$ cat config.mk
export PLATFORM = sky130hd
export DESIGN_NAME = wake_irq_ctrl
export DESIGN_NICKNAME = d
export VERILOG_FILES = /design/src/rtl/wake_irq_pkg.sv /design/src/rtl/alarm_delay_tmr.sv /design/src/rtl/evt_status_reg.sv /design/src/rtl/pwr_down_ctl.sv /design/src/rtl/wake_irq_ctrl.sv
export SDC_FILE = /design/constraint.sdc
export NUM_CORES = 1
export LEC_CHECK = 0
export BUFFER_PORTS_ARGS = -buffer_cell sky130_fd_sc_hd__clkbuf_2
export CORE_MARGIN = 1
export CORE_UTILIZATION = 43
export DETAILED_ROUTE_END_ITERATION = 7
export PLACE_DENSITY = 0.71
export SYNTH_ARGS = -nofsm -noshare
export SYNTH_HDL_FRONTEND = slang
export SYNTH_SLANG_ARGS = --single-unit
$ cat constraint.sdc
create_clock -name clk -period 1.4 [get_ports clk]
set_input_delay 0.14 -clock clk [delete_from_list [all_inputs] [get_ports clk]]
set_output_delay 0.14 -clock clk [all_outputs]
set_load 0.05 [all_outputs]
$ cat src/rtl/wake_irq_pkg.sv
package wake_irq_pkg;

  // Status register bit positions (event index equals bit position)
  localparam int NUM_EVT  = 3;
  localparam int ST_PER   = 0;
  localparam int ST_ALM   = 1;
  localparam int ST_PWR   = 2;
  localparam int ST_FTU   = 4;

  // Interrupt-control fields
  localparam int ICR_PDOWN  = 6;
  localparam int ICR_PSENSE = 5;
  localparam int ICR_ALMEN  = 4;
  localparam int ICR_PER_W  = 4;

  // Clock-control fields
  localparam int CCR_LINE    = 6;
  localparam int CCR_OSC_LSB = 4;

  typedef enum logic [1:0] {
    OSC_4M   = 2'b00,
    OSC_2M   = 2'b01,
    OSC_32K  = 2'b10,
    OSC_32KB = 2'b11
  } osc_sel_e;

endpackage

$ cat src/rtl/alarm_delay_tmr.sv
module alarm_delay_tmr
  import wake_irq_pkg::*;
#(
  parameter int DLY_4M  = 3,
  parameter int DLY_2M  = 6,
  parameter int DLY_32K = 12
) (
  input  logic     clk,
  input  logic     rst,
  input  osc_sel_e osc_sel_i,
  input  logic     match_i,
  output logic     fire_o
);

  localparam int MAXD = (DLY_32K > DLY_2M) ? ((DLY_32K > DLY_4M) ? DLY_32K : DLY_4M)
                                           : ((DLY_2M > DLY_4M) ? DLY_2M : DLY_4M);
  localparam int CW   = $clog2(MAXD + 1);

  logic [CW-1:0] cnt_q;
  logic [CW-1:0] load_val;

  always_comb begin
    unique case (osc_sel_i)
      OSC_4M:  load_val = CW'(DLY_4M);
      OSC_2M:  load_val = CW'(DLY_2M);
      default: load_val = CW'(DLY_32K);
    endcase
  end

  always_ff @(posedge clk) begin
    if (rst) begin
      cnt_q <= '0;
    end else if (match_i) begin
      cnt_q <= load_val;
    end else if (cnt_q != '0) begin
      cnt_q <= cnt_q - 1'b1;
    end
  end

  assign fire_o = (cnt_q == CW'(1));

  // a match always arms the counter
  p_load_r4: assert property (@(posedge clk) disable iff (rst)
    match_i |=> (cnt_q != '0));

  // without a reload the expiry pulse lasts one cycle
  p_fire_single_r4: assert property (@(posedge clk) disable iff (rst)
    (fire_o && !match_i) |=> !fire_o);

endmodule

$ cat src/rtl/evt_status_reg.sv
module evt_status_reg
  import wake_irq_pkg::*;
#(
  parameter int RW = 8
) (
  input  logic               clk,
  input  logic               rst,
  input  logic [NUM_EVT-1:0] set_i,
  input  logic [NUM_EVT-1:0] mask_i,
  input  logic               rd_i,
  output logic [RW-1:0]      status_o,
  output logic               irq_o
);

  logic [NUM_EVT-1:0] evt_q;
  logic               ftu_q;

  for (genvar i = 0; i < NUM_EVT; i++) begin : g_flag
    always_ff @(posedge clk) begin
      if (rst) begin
        evt_q[i] <= 1'b0;
      end else begin
        evt_q[i] <= (rd_i ? 1'b0 : evt_q[i]) | set_i[i];
      end
    end

    // an event colliding with a read stays pending
    p_pending_r6: assert property (@(posedge clk) disable iff (rst)
      (rd_i && set_i[i]) |=> status_o[i]);
  end

  always_ff @(posedge clk) begin
    if (rst) begin
      ftu_q <= 1'b1;
    end else if (rd_i) begin
      ftu_q <= 1'b0;
    end
  end

  always_comb begin
    status_o                = '0;
    status_o[NUM_EVT-1:0]   = evt_q;
    status_o[ST_FTU]        = ftu_q;
  end

  assign irq_o = |(evt_q & mask_i);

  // a read with no new event empties the register
  p_rd_clear_r5: assert property (@(posedge clk) disable iff (rst)
    (rd_i && (set_i == '0)) |=> (status_o == '0));

endmodule

$ cat src/rtl/pwr_down_ctl.sv
module pwr_down_ctl (
  input  logic clk,
  input  logic rst,
  input  logic supply_hi_i,
  input  logic enter_i,
  input  logic wake_i,
  output logic pse_o,
  output logic pdown_o
);

  logic pdown_q;
  logic pse_q;

  always_ff @(posedge clk) begin
    if (rst) begin
      pdown_q <= 1'b0;
      pse_q   <= supply_hi_i;
    end else if (wake_i) begin
      pdown_q <= 1'b0;
      pse_q   <= 1'b1;
    end else if (enter_i) begin
      pdown_q <= 1'b1;
      pse_q   <= 1'b0;
    end
  end

  assign pse_o   = pse_q;
  assign pdown_o = pdown_q;

  // entry drops the supply enable
  p_enter_r7: assert property (@(posedge clk) disable iff (rst)
    (enter_i && !wake_i) |=> (pdown_o && !pse_o));

  // supply enable and power-down are exclusive
  p_excl_r7: assert property (@(posedge clk) disable iff (rst)
    pdown_o |-> !pse_o);

  // any wake source ends power-down
  p_wake_r10: assert property (@(posedge clk) disable iff (rst)
    wake_i |=> (!pdown_o && pse_o));

endmodule

$ cat src/rtl/wake_irq_ctrl.sv
module wake_irq_ctrl
  import wake_irq_pkg::*;
#(
  parameter int DLY_4M  = 3,
  parameter int DLY_2M  = 6,
  parameter int DLY_32K = 12,
  parameter int RW      = 8
) (
  input  logic          clk,
  input  logic          rst,
  input  logic          supply_hi_i,
  input  logic          pfail_i,
  input  logic          alarm_match_i,
  input  logic          tick_i,
  input  logic          supply_ok_i,
  input  logic          stat_rd_i,
  input  logic          ctl_wr_i,
  input  logic          ctl_sel_i,
  input  logic [RW-1:0] ctl_wdata_i,
  output logic          irq_pull_o,
  output logic          pse_o,
  output logic          pdown_o,
  output logic [RW-1:0] status_o
);

  logic [RW-1:0]      icr_q;
  logic [RW-1:0]      ccr_q;
  logic               alm_fire;
  logic               pf_en;
  logic               enter;
  logic               wake;
  logic [NUM_EVT-1:0] evt_set;
  logic [NUM_EVT-1:0] evt_mask;
  osc_sel_e           osc_sel;

  always_ff @(posedge clk) begin
    if (rst) begin
      icr_q <= '0;
      ccr_q <= '0;
    end else if (ctl_wr_i) begin
      if (!ctl_sel_i) begin
        icr_q            <= ctl_wdata_i;
        icr_q[ICR_PDOWN] <= 1'b0;
      end else begin
        ccr_q <= ctl_wdata_i;
      end
    end
  end

  assign osc_sel = osc_sel_e'(ccr_q[CCR_OSC_LSB +: 2]);
  assign pf_en   = icr_q[ICR_PSENSE] & ~ccr_q[CCR_LINE];
  assign enter   = ctl_wr_i & ~ctl_sel_i & ctl_wdata_i[ICR_PDOWN];

  always_comb begin
    evt_set          = '0;
    evt_set[ST_PER]  = tick_i;
    evt_set[ST_ALM]  = alm_fire;
    evt_set[ST_PWR]  = pfail_i & pf_en;
    evt_mask         = '0;
    evt_mask[ST_PER] = |icr_q[ICR_PER_W-1:0];
    evt_mask[ST_ALM] = icr_q[ICR_ALMEN];
    evt_mask[ST_PWR] = icr_q[ICR_PSENSE];
  end

  assign wake = (|(evt_set & evt_mask)) | supply_ok_i;

  alarm_delay_tmr #(
    .DLY_4M (DLY_4M),
    .DLY_2M (DLY_2M),
    .DLY_32K(DLY_32K)
  ) u_alm (
    .clk      (clk),
    .rst      (rst),
    .osc_sel_i(osc_sel),
    .match_i  (alarm_match_i),
    .fire_o   (alm_fire)
  );

  evt_status_reg #(
    .RW(RW)
  ) u_stat (
    .clk     (clk),
    .rst     (rst),
    .set_i   (evt_set),
    .mask_i  (evt_mask),
    .rd_i    (stat_rd_i),
    .status_o(status_o),
    .irq_o   (irq_pull_o)
  );

  pwr_down_ctl u_pwr (
    .clk        (clk),
    .rst        (rst),
    .supply_hi_i(supply_hi_i),
    .enter_i    (enter),
    .wake_i     (wake),
    .pse_o      (pse_o),
    .pdown_o    (pdown_o)
  );

  // the line holds until a read (mask held steady)
  p_irq_hold_r5: assert property (@(posedge clk) disable iff (rst)
    (irq_pull_o && !stat_rd_i && !ctl_wr_i) |=> irq_pull_o);

  // no power-fail flag without qualified sensing
  p_pfail_gate_r3: assert property (@(posedge clk) disable iff (rst)
    (!pf_en && !status_o[ST_PWR]) |=> !status_o[ST_PWR]);

endmodule

==> impl_metrics.env, run 1 <==
export IMPL_status="completed"
export IMPL_leakagePower_nw=0.531
export IMPL_gr_usage_all_layers_pct=16.9
export IMPL_grt_overflow_total=0
export IMPL_p_total_mw=1.19
export IMPL_maxCapViolations=0
export IMPL_cts_path_max_buffers=2
export IMPL_rsz0062_at_grt="true"
export IMPL_drtAntennaViolNets=0
export IMPL_gp_congestion=0.783
export IMPL_post_drt_wl_per_cell_um=11.0
export IMPL_clock_skew_final_ns=0.0107
export IMPL_num_vias=737
export IMPL_max_freq_ghz=0.719
export IMPL_port_buffers=23
export IMPL_cts_tree="done"
export IMPL_required_ns=1.26
export IMPL_die_area_um2=2240
export IMPL_synth_distinct_cells=30
export IMPL_antenna_cells=0
export IMPL_syn_instance_count=98
export IMPL_ys_seq_area_share_pct=44.2
export IMPL_hold_path_class="input pin to register"
export IMPL_nNetsFinal=147
export IMPL_clkTransAtPathRegs_ns=0.11
export IMPL_final_common_cell="clkbuf_2"
export IMPL_start_util_pct=45.5
export IMPL_clock_sinks=19
export IMPL_slew_violations=0
export IMPL_syn_to_final_growth_pct=24.8
export IMPL_hpwlAfterDp_um=1260
export IMPL_p_switching_mw=0.367
export IMPL_path_class="register to output pin"
export IMPL_drc=0
export IMPL_period_needed_ns=1.39
export IMPL_comb_power_share_pct=25.3
export IMPL_grt_pass1_wl_um=2600
export IMPL_drt_iter0_drc=9
export IMPL_finalCritPeriodShare_pct=99.3
export IMPL_finalSetupViolCount=0
export IMPL_worstPathArrival_ns=1.25
export IMPL_dr_pass1_iters=4
export IMPL_grt_max_degree=21
export IMPL_worst_path_max_fanout=3
export IMPL_ios=29
export IMPL_critical_path_startpoint_type="register"
export IMPL_pwr_share_seq_pct=51.8
export IMPL_syn_area_um2=883
export IMPL_grt_pass1_vias=578
export IMPL_layout_filler_cells=187
export IMPL_via_per_inst=4.85
export IMPL_pre_cts_slack_ns=-0.0631
export IMPL_routed_wl_um=1680
export IMPL_cts_hold_buf=0
export IMPL_antenna_found_initial=0
export IMPL_core_um2=1940
export IMPL_setup_ws_ns=0.00984
export IMPL_cts_root_buf="clkbuf_4"
export IMPL_internal_power_mw=0.820
export IMPL_clk_latency_ns=0.29
export IMPL_rows=16
export IMPL_finalHoldViolCount=0
export IMPL_reg2regPathDepth=5
export IMPL_cts_buffers=3
export IMPL_final_cell_mix="22 x clkbuf_2, 15 x dfxtp_1, 12 x nor2_1"
export IMPL_power_density_nw_per_um2=1080
export IMPL_drive_above_1_share_pct=32.8
export IMPL_ir_drop_v=0.000649
export IMPL_hold_depth=3
export IMPL_h_tree_depth=1
export IMPL_die_x_um=47.3
export IMPL_syn_avg_cell_area_um2=9.01
export IMPL_ys_warn_count=0
export IMPL_die_y_um=47.3
export IMPL_ys_seq_elements=19
export IMPL_pwr_share_clk_pct=23.0
export IMPL_end_kind="output pin"
export IMPL_switching_share_pct=30.9
[final timing paths]
| check | start | slack, ns | to |
|---|---|---|---|
| worst max-delay path | icr_q[0] | 0.01 | irq_pull_o |
| worst min-delay path | ctl_wdata_i[2] | 0.07 | icr_q[2] |
| worst max register to register | u_alm.cnt_q[1] | 0.05 | u_alm.cnt_q[1] |
| worst min register to register | ccr_q[4] | 0.46 | u_alm.cnt_q[0] |
[state kept, by name (all words and copies together) (netlist names)]
| register | cells |
|---|---|
| ccr_q | 3 |
| u_pwr.pse_o | 1 |
| u_stat.status_o | 3 |
| u_stat.ftu_q | 1 |
| icr_q | 6 |
| u_alm.cnt_q | 4 |
| u_pwr.pdown_o | 1 |
[logic make-up (layout without fill, tap and decap cells)]
logic type	count (synthesis)	in the layout	share of synthesized area, %
AO/OA/AOI/OAI	19	19	14.0
multiplexers	8	8	9.07
AND/OR/NAND/NOR	33	33	18.8
adder cells (fa/ha/maj)	3	3	4.25
other	1	4	0.425
flip-flops	19	19	44.2
XOR/XNOR	1	1	0.992
buffers and inverters	14	38	8.21
[power groups by stage]
stage	clock (mW)	combinational (mW)	sequential [mW]
finish	0.273	0.300	0.615
global route	0.296	0.334	0.619
CTS	0.283	0.282	0.613
detailed placement	0	0.270	0.623
global placement	0	0.265	0.621
floorplan	0	0.177	0.650
[stage by stage]
step	std cells	hold slack (ns)	TNS, ns	util (%)	area, µm²
finish	152	0.0692	0	56.8	1100
global route	152	0.0924	-0.0774	56.8	1100
global placement	146	0.365	0	52.3	1020
detailed placement	146	0.380	-0.0631	52.3	1020
floorplan	101	0.257	0	-	895
CTS	150	0.0605	0	55.0	1070
[worst max-delay path, cell delays in order, from the launching register on]
cell      delay, ns
dfxtp_2        0.36
o41ai_2        0.32
nand2_1        0.09
clkbuf_8       0.18
[layout make-up]
cell class | count | area [µm²] | area share, %
multi-input cells | 68 | 464 | 42.1
flip-flops and latches | 19 | 394 | 35.8
repair buffers | 28 | 161 | 14.6
well taps | 27 | 33.8 | 3.06
clock buffers | 4 | 26.3 | 2.38
inverters | 6 | 22.5 | 2.04
[Yosys cell counts]
master	instances	area (µm²)
nand3_1	4	20.0
o21ai_0	2	10.0
nand2b_1	1	6.26
inv_1	6	22.5
xor2_1	1	8.76
nor4b_1	1	8.76
clkbuf_1	1	3.75
a21oi_1	8	40.0
nor3b_1	1	7.51
buf_1	1	3.75
or3b_4	1	11.3
nand3b_1	1	7.51
mux2i_1	8	80.1
a22oi_1	1	7.51
dfxtp_1	18	360
buf_4	5	37.5
nor3_1	2	10.0
nor2_1	12	45.0
conb_1	1	3.75
a21o_1	1	7.51
a211oi_1	2	15.0
edfxtp_1	1	30.0
and4_1	1	8.76
o41ai_1	3	26.3
nand2_1	8	30.0
buf_2	1	5.00
nand4bb_1	1	11.3
ha_1	3	37.5
o21a_1	1	7.51
o21ba_1	1	10.0
[what timing repair did]
item / CTS / global route
setup buffers: 0 / 2
pin swaps: 1 / 2
endpoints found under the hold margin: 0 / 0
resized for setup: 8 / 5
setup endpoints to repair: 2 / 5
[layer usage]
layer	routed length [µm]	part of all wire, %	vias up	track usage (%)
met5	0	0	-	0
met4	14	0.83	0	8.57
met3	55	3.3	2	2.31
met2	741	44	17	24.7
met1	866	52	333	24.1
li1	-	-	385	-
Power figures use the tool's default switching activity.
==> inputs of run 2 (changes only) <==
==> constraint.sdc (replaced) <==
create_clock -name clk -period 1.4 [get_ports clk]
set_input_delay 0 -clock clk [delete_from_list [all_inputs] [get_ports clk]]
set_output_delay 0 -clock clk [all_outputs]
set_load 0.05 [all_outputs]
==> run 2 against run 1 <==
  * Non-clock buffer count is 10 higher
  * Highest routed layer unchanged
  * Critical path type is now register to register
  * Clock-buffer cell count stayed put
  * Die area stayed put
  * Clock skew is 0.0098 ns lower
  * Combinational power is 8.0% higher
  * Wire length is 16% higher
==> impl_metrics.env, run 2 (synthesized netlist as in run 1, its figures left out) <==
export IMPL_die_area_um2=2240
export IMPL_drt_iter0_drc=24
export IMPL_leakagePower_nw=0.557
export IMPL_pre_cts_slack_ns=-0.0489
export IMPL_gr_usage_all_layers_pct=20.4
export IMPL_cp_slowest_stage_delay_ns=0.40
export IMPL_via_per_inst=4.97
export IMPL_status="completed"
export IMPL_core_um2=1940
export IMPL_cts_path_max_buffers=2
export IMPL_clk_latency_ns=0.30
export IMPL_gp_congestion=0.745
export IMPL_maxCapViolations=0
export IMPL_p_total_mw=1.22
export IMPL_clock_skew_final_ns=0.000930
export IMPL_drive_above_1_share_pct=27.4
export IMPL_antenna_cells=0
export IMPL_nNetsFinal=157
export IMPL_slew_violations=0
export IMPL_routed_wl_um=1940
export IMPL_port_buffers=23
export IMPL_cts_buffers=3
export IMPL_clock_sinks=19
export IMPL_finalCritPeriodShare_pct=97.0
export IMPL_drtAntennaViolNets=0
export IMPL_grt_overflow_total=0
export IMPL_path_class="register to register"
export IMPL_clkTransAtPathRegs_ns=0.10
export IMPL_dr_pass1_iters=4
export IMPL_cts_tree="done"
export IMPL_die_y_um=47.3
export IMPL_final_common_cell="clkbuf_2"
export IMPL_required_ns=1.65
export IMPL_final_cell_mix="22 x clkbuf_2, 16 x dfxtp_1, 13 x dlygate4sd3_1"
export IMPL_worst_path_max_fanout=4
export IMPL_rsz0062_at_grt="true"
export IMPL_worstPathArrival_ns=1.60
export IMPL_drc=0
export IMPL_finalSetupViolCount=0
export IMPL_rows=16
export IMPL_ios=29
export IMPL_finalHoldViolCount=0
export IMPL_start_util_pct=45.5
export IMPL_syn_to_final_growth_pct=35.3
export IMPL_post_drt_wl_per_cell_um=12.0
export IMPL_ir_drop_v=0.000608
export IMPL_setup_ws_ns=0.0425
export IMPL_max_freq_ghz=0.737
export IMPL_antenna_found_initial=0
export IMPL_die_x_um=47.3
export IMPL_grt_pass1_vias=745
export IMPL_cts_root_buf="clkbuf_4"
export IMPL_largest_reg_flops=6
export IMPL_period_needed_ns=1.36
export IMPL_grt_pass1_wl_um=3160
export IMPL_num_vias=805
export IMPL_power_density_nw_per_um2=1020
export IMPL_largestRegisters="icr_q: 6 flops, u_alm.cnt_q: 4 flops"
export IMPL_end_kind="register"
export IMPL_path_cells="inv_2 -> ha_4 -> or3b_4 -> a211oi_2 -> o21ba_1"
export IMPL_regMostFlops="icr_q"
export IMPL_h_tree_depth=1
export IMPL_grt_max_degree=21
export IMPL_crit_path_top_delay_cell="or3b_4"
export IMPL_critical_path_startpoint_type="register"
export IMPL_hold_path_class="input pin to register"
export IMPL_hpwlAfterDp_um=1270
export IMPL_cts_setup_buffers=0
run 2: worst max-delay path, delay by kind of cell, from the launching register on:
kind | cells | cell delay, ns
AO/OA/AOI/OAI | 2 | 0.32
adder cells (fa/ha/maj) | 1 | 0.15
buffers and inverters | 1 | 0.09
flip-flops | 1 | 0.35
AND/OR/NAND/NOR | 1 | 0.40
run 2: where the power goes:
group / switching (mW) / internal (mW) / leakage, nW
combinational: 0.182 / 0.141 / 0.384
clock: 0.168 / 0.111 / 0.0150
sequential: 0.0337 / 0.584 / 0.158
run 2: path summary, 6_finish.rpt:
kind,startpoint,endpoint,slack (ns),depth (start not counted)
min,stat_rd_i,u_stat.status_o[1],0.02,4
max,u_alm.cnt_q[0],u_alm.cnt_q[1],0.04,5
min reg2reg,u_stat.ftu_q,u_stat.ftu_q,0.46,1
max reg2reg,u_alm.cnt_q[0],u_alm.cnt_q[1],0.04,5
run 2: per-stage QoR:
stage          instance area (µm²)  hold WS [ns]  setup TNS, ns  utilization [%]  std cells
3_5_place_dp                  1010         0.235        -0.0489             51.9        145
3_3_place_gp                  1010         0.228              0             51.9        145
5_1_grt                       1190        0.0341        -0.0240             61.5        162
2_1_floorplan                  895         0.117              0                -        101
6_report                      1190        0.0183              0             61.5        162
4_1_cts                       1180        0.0146              0             60.9        162
run 2: routing by layer:
metal,wire length [µm],track usage (%)
met3,52,3.85
met1,909,24.6
met2,950,34.5
met5,0,0
met4,29,9.71
run 2: cell type report:
type	instances	area [µm²]
Multi-Input combinational cell	68	459
Fill cell	169	747
Tap cell	27	33.8
Timing Repair Buffer	38	260
Inverter	6	22.5
Clock buffer	4	26.3
Sequential cell	19	393
run 2: timing repair:
action,4_1_cts,5_1_grt
gates resized for setup,7,4
endpoints found under the hold margin,12,0
setup endpoints to repair,2,4
pin swaps,2,0
hold buffers,13,0
==> inputs of run 3 (changes only) <==
--- a/config.mk
+++ b/config.mk
@@ -9,5 +9,5 @@
 export CORE_MARGIN = 1
-export CORE_UTILIZATION = 43
+export CORE_UTILIZATION = 52
 export DETAILED_ROUTE_END_ITERATION = 7
-export PLACE_DENSITY = 0.71
+export PLACE_DENSITY = 0.82
 export SYNTH_ARGS = -nofsm -noshare
==> constraint.sdc (replaced) <==
create_clock -name clk -period 1.6 [get_ports clk]
set_input_delay 0.16 -clock clk [delete_from_list [all_inputs] [get_ports clk]]
set_output_delay 0.16 -clock clk [all_outputs]
set_load 0.05 [all_outputs]
==> run 3 against run 2 <==
  * Hold slack improved by 0.058 ns
  * Critical path depth fell by 2
  * Sequential share of layout area rose by 5.6 points
  * Register-to-register slack improved by 0.07 ns
  * Clock-buffer cell count fell by 1
  * Worst setup slack improved by 0.053 ns
  * Flip-flop and latch count did not move
  * Combinational power fell by 30%
  * Wire length fell by 12%
  * Clock skew rose by 0.0075 ns
  * Final cell count fell by 15%
==> impl_metrics.env, run 3 (synthesized netlist as in run 1, its figures left out) <==
export IMPL_core_um2=1540
export IMPL_final_common_cell="clkbuf_2"
export IMPL_worstPathArrival_ns=1.34
export IMPL_crit_path_top_delay_cell="dfxtp_1"
export IMPL_finalHoldViolCount=0
export IMPL_required_ns=1.44
export IMPL_clock_skew_final_ns=0.00842
export IMPL_largest_reg_flops=6
export IMPL_rows=14
export IMPL_slew_violations=0
export IMPL_grt_pass1_wl_um=2930
export IMPL_leakagePower_nw=0.499
export IMPL_drt_iter0_drc=15
export IMPL_grt_max_degree=21
export IMPL_tns_ns=0
export IMPL_rsz0062_at_grt="false"
export IMPL_drtAntennaViolNets=0
export IMPL_dr_pass1_iters=4
export IMPL_drc=0
export IMPL_antenna_found_initial=0
export IMPL_h_tree_depth=1
export IMPL_final_cell_area_um2=1010
export IMPL_start_util_pct=57.3
export IMPL_period_needed_ns=1.50
export IMPL_clock_sinks=19
export IMPL_die_area_um2=1870
export IMPL_p_total_mw=1.01
export IMPL_status="completed"
export IMPL_drive_above_1_share_pct=24.0
export IMPL_antenna_cells=0
export IMPL_cp_slowest_stage_delay_ns=0.35
export IMPL_routed_wl_um=1700
export IMPL_ir_drop_v=0.000645
export IMPL_whs_ns=0.0763
export IMPL_layout_filler_cells=128
export IMPL_final_cell_mix="23 x clkbuf_2, 18 x dfxtp_1, 12 x nor2_1"
export IMPL_path_cells="o41ai_1 -> nand2_1 -> clkbuf_2"
export IMPL_hold_path_class="input pin to register"
export IMPL_syn_to_final_growth_pct=14.9
export IMPL_critical_path_startpoint_type="register"
export IMPL_post_drt_wl_per_cell_um=12.4
export IMPL_clk_latency_ns=0.31
export IMPL_gr_usage_all_layers_pct=21.3
export IMPL_grt_overflow_total=0
export IMPL_clkTransAtPathRegs_ns=0.12
export IMPL_path_class="register to output pin"
export IMPL_num_vias=752
export IMPL_via_per_inst=5.49
export IMPL_die_x_um=43.2
export IMPL_end_kind="output pin"
export IMPL_cts_tree="done"
export IMPL_hpwlAfterDp_um=1280
export IMPL_port_buffers=23
export IMPL_cts_path_max_buffers=2
export IMPL_regArea_um2=390
export IMPL_ios=29
export IMPL_cts_root_buf="clkbuf_4"
export IMPL_max_freq_ghz=0.665
export IMPL_worst_path_max_fanout=3
export IMPL_cts_resized=0
export IMPL_min_from="ctl_wdata_i[2]"
export IMPL_nNetsFinal=143
export IMPL_multi_input_area_um2=432
export IMPL_largestRegisters="icr_q: 6 flops, u_alm.cnt_q: 4 flops"
export IMPL_startpoint="icr_q[0]"
export IMPL_r2r_start="u_alm.cnt_q[0]"
export IMPL_die_y_um=43.2
export IMPL_maxCapViolations=0
export IMPL_finalCritPeriodShare_pct=94.0
export IMPL_gp_congestion=0.725
export IMPL_finalSetupViolCount=0
export IMPL_cts_buffers=3
export IMPL_power_density_nw_per_um2=1000
export IMPL_place_area_um2=987
export IMPL_cts_hold_buf=0
export IMPL_regMostFlops="icr_q"
export IMPL_grt_pass1_vias=724
export IMPL_cts_setup_buffers=0
-- run 3: cell types whose count changed in the layout (fill, tap and decap cells not counted), sizes merged --
cell         change
dlygate4sd3     -13
buf              -2
clkinv           +1
-- run 3: power by group --
group	internal (mW)	total (mW)	switching, mW
registers	0.509	0.537	0.0279
clock network	0.0934	0.251	0.157
logic	0.0863	0.226	0.140
total	0.689	1.01	0.325
-- run 3: path summary, 6_finish.rpt --
| kind | endpoint | slack, ns | depth (start not counted) |
|---|---|---|---|
| setup / recovery | irq_pull_o | 0.1 | 3 |
| hold / removal | icr_q[2] | 0.08 | 3 |
| setup reg to reg | u_alm.cnt_q[1] | 0.11 | 5 |
| hold reg to reg | u_stat.ftu_q | 0.46 | 1 |
-- run 3: area by class of cell --
type	count	share of cell area, %
flip-flops and latches	19	38.5
inverters	6	2.22
multi-input cells	68	42.5
well taps	16	1.97
clock inverters	1	0.493
repair buffers	24	12.1
clock buffers	3	2.22
-- run 3: per-stage QoR --
| stage | cells | worst slack (ns) | util, % |
|---|---|---|---|
| after floorplan | 101 | 0.251 | - |
| after CTS | 137 | 0.0973 | 65.8 |
| after global routing | 137 | 0.0540 | 65.8 |
| after global placement | 133 | 0.203 | 64.0 |
| final | 137 | 0.0953 | 65.8 |
| after detailed placement | 133 | 0.131 | 64.0 |
-- run 3: worst max-delay path: cells and delay by family, from the launching register on --
family,cells,cell delay (ns)
flops,1,0.35
compound gates,1,0.35
buf+inv,1,0.25
simple gates,1,0.10
-- run 3: layer usage --
layer / GRT usage [%] / up-vias / routed length (µm)
li1: - / 378 / -
met4: 10.9 / 0 / 29
met3: 2.55 / 4 / 59
met5: 0 / - / 0
met2: 37.6 / 21 / 816
met1: 24.6 / 349 / 798
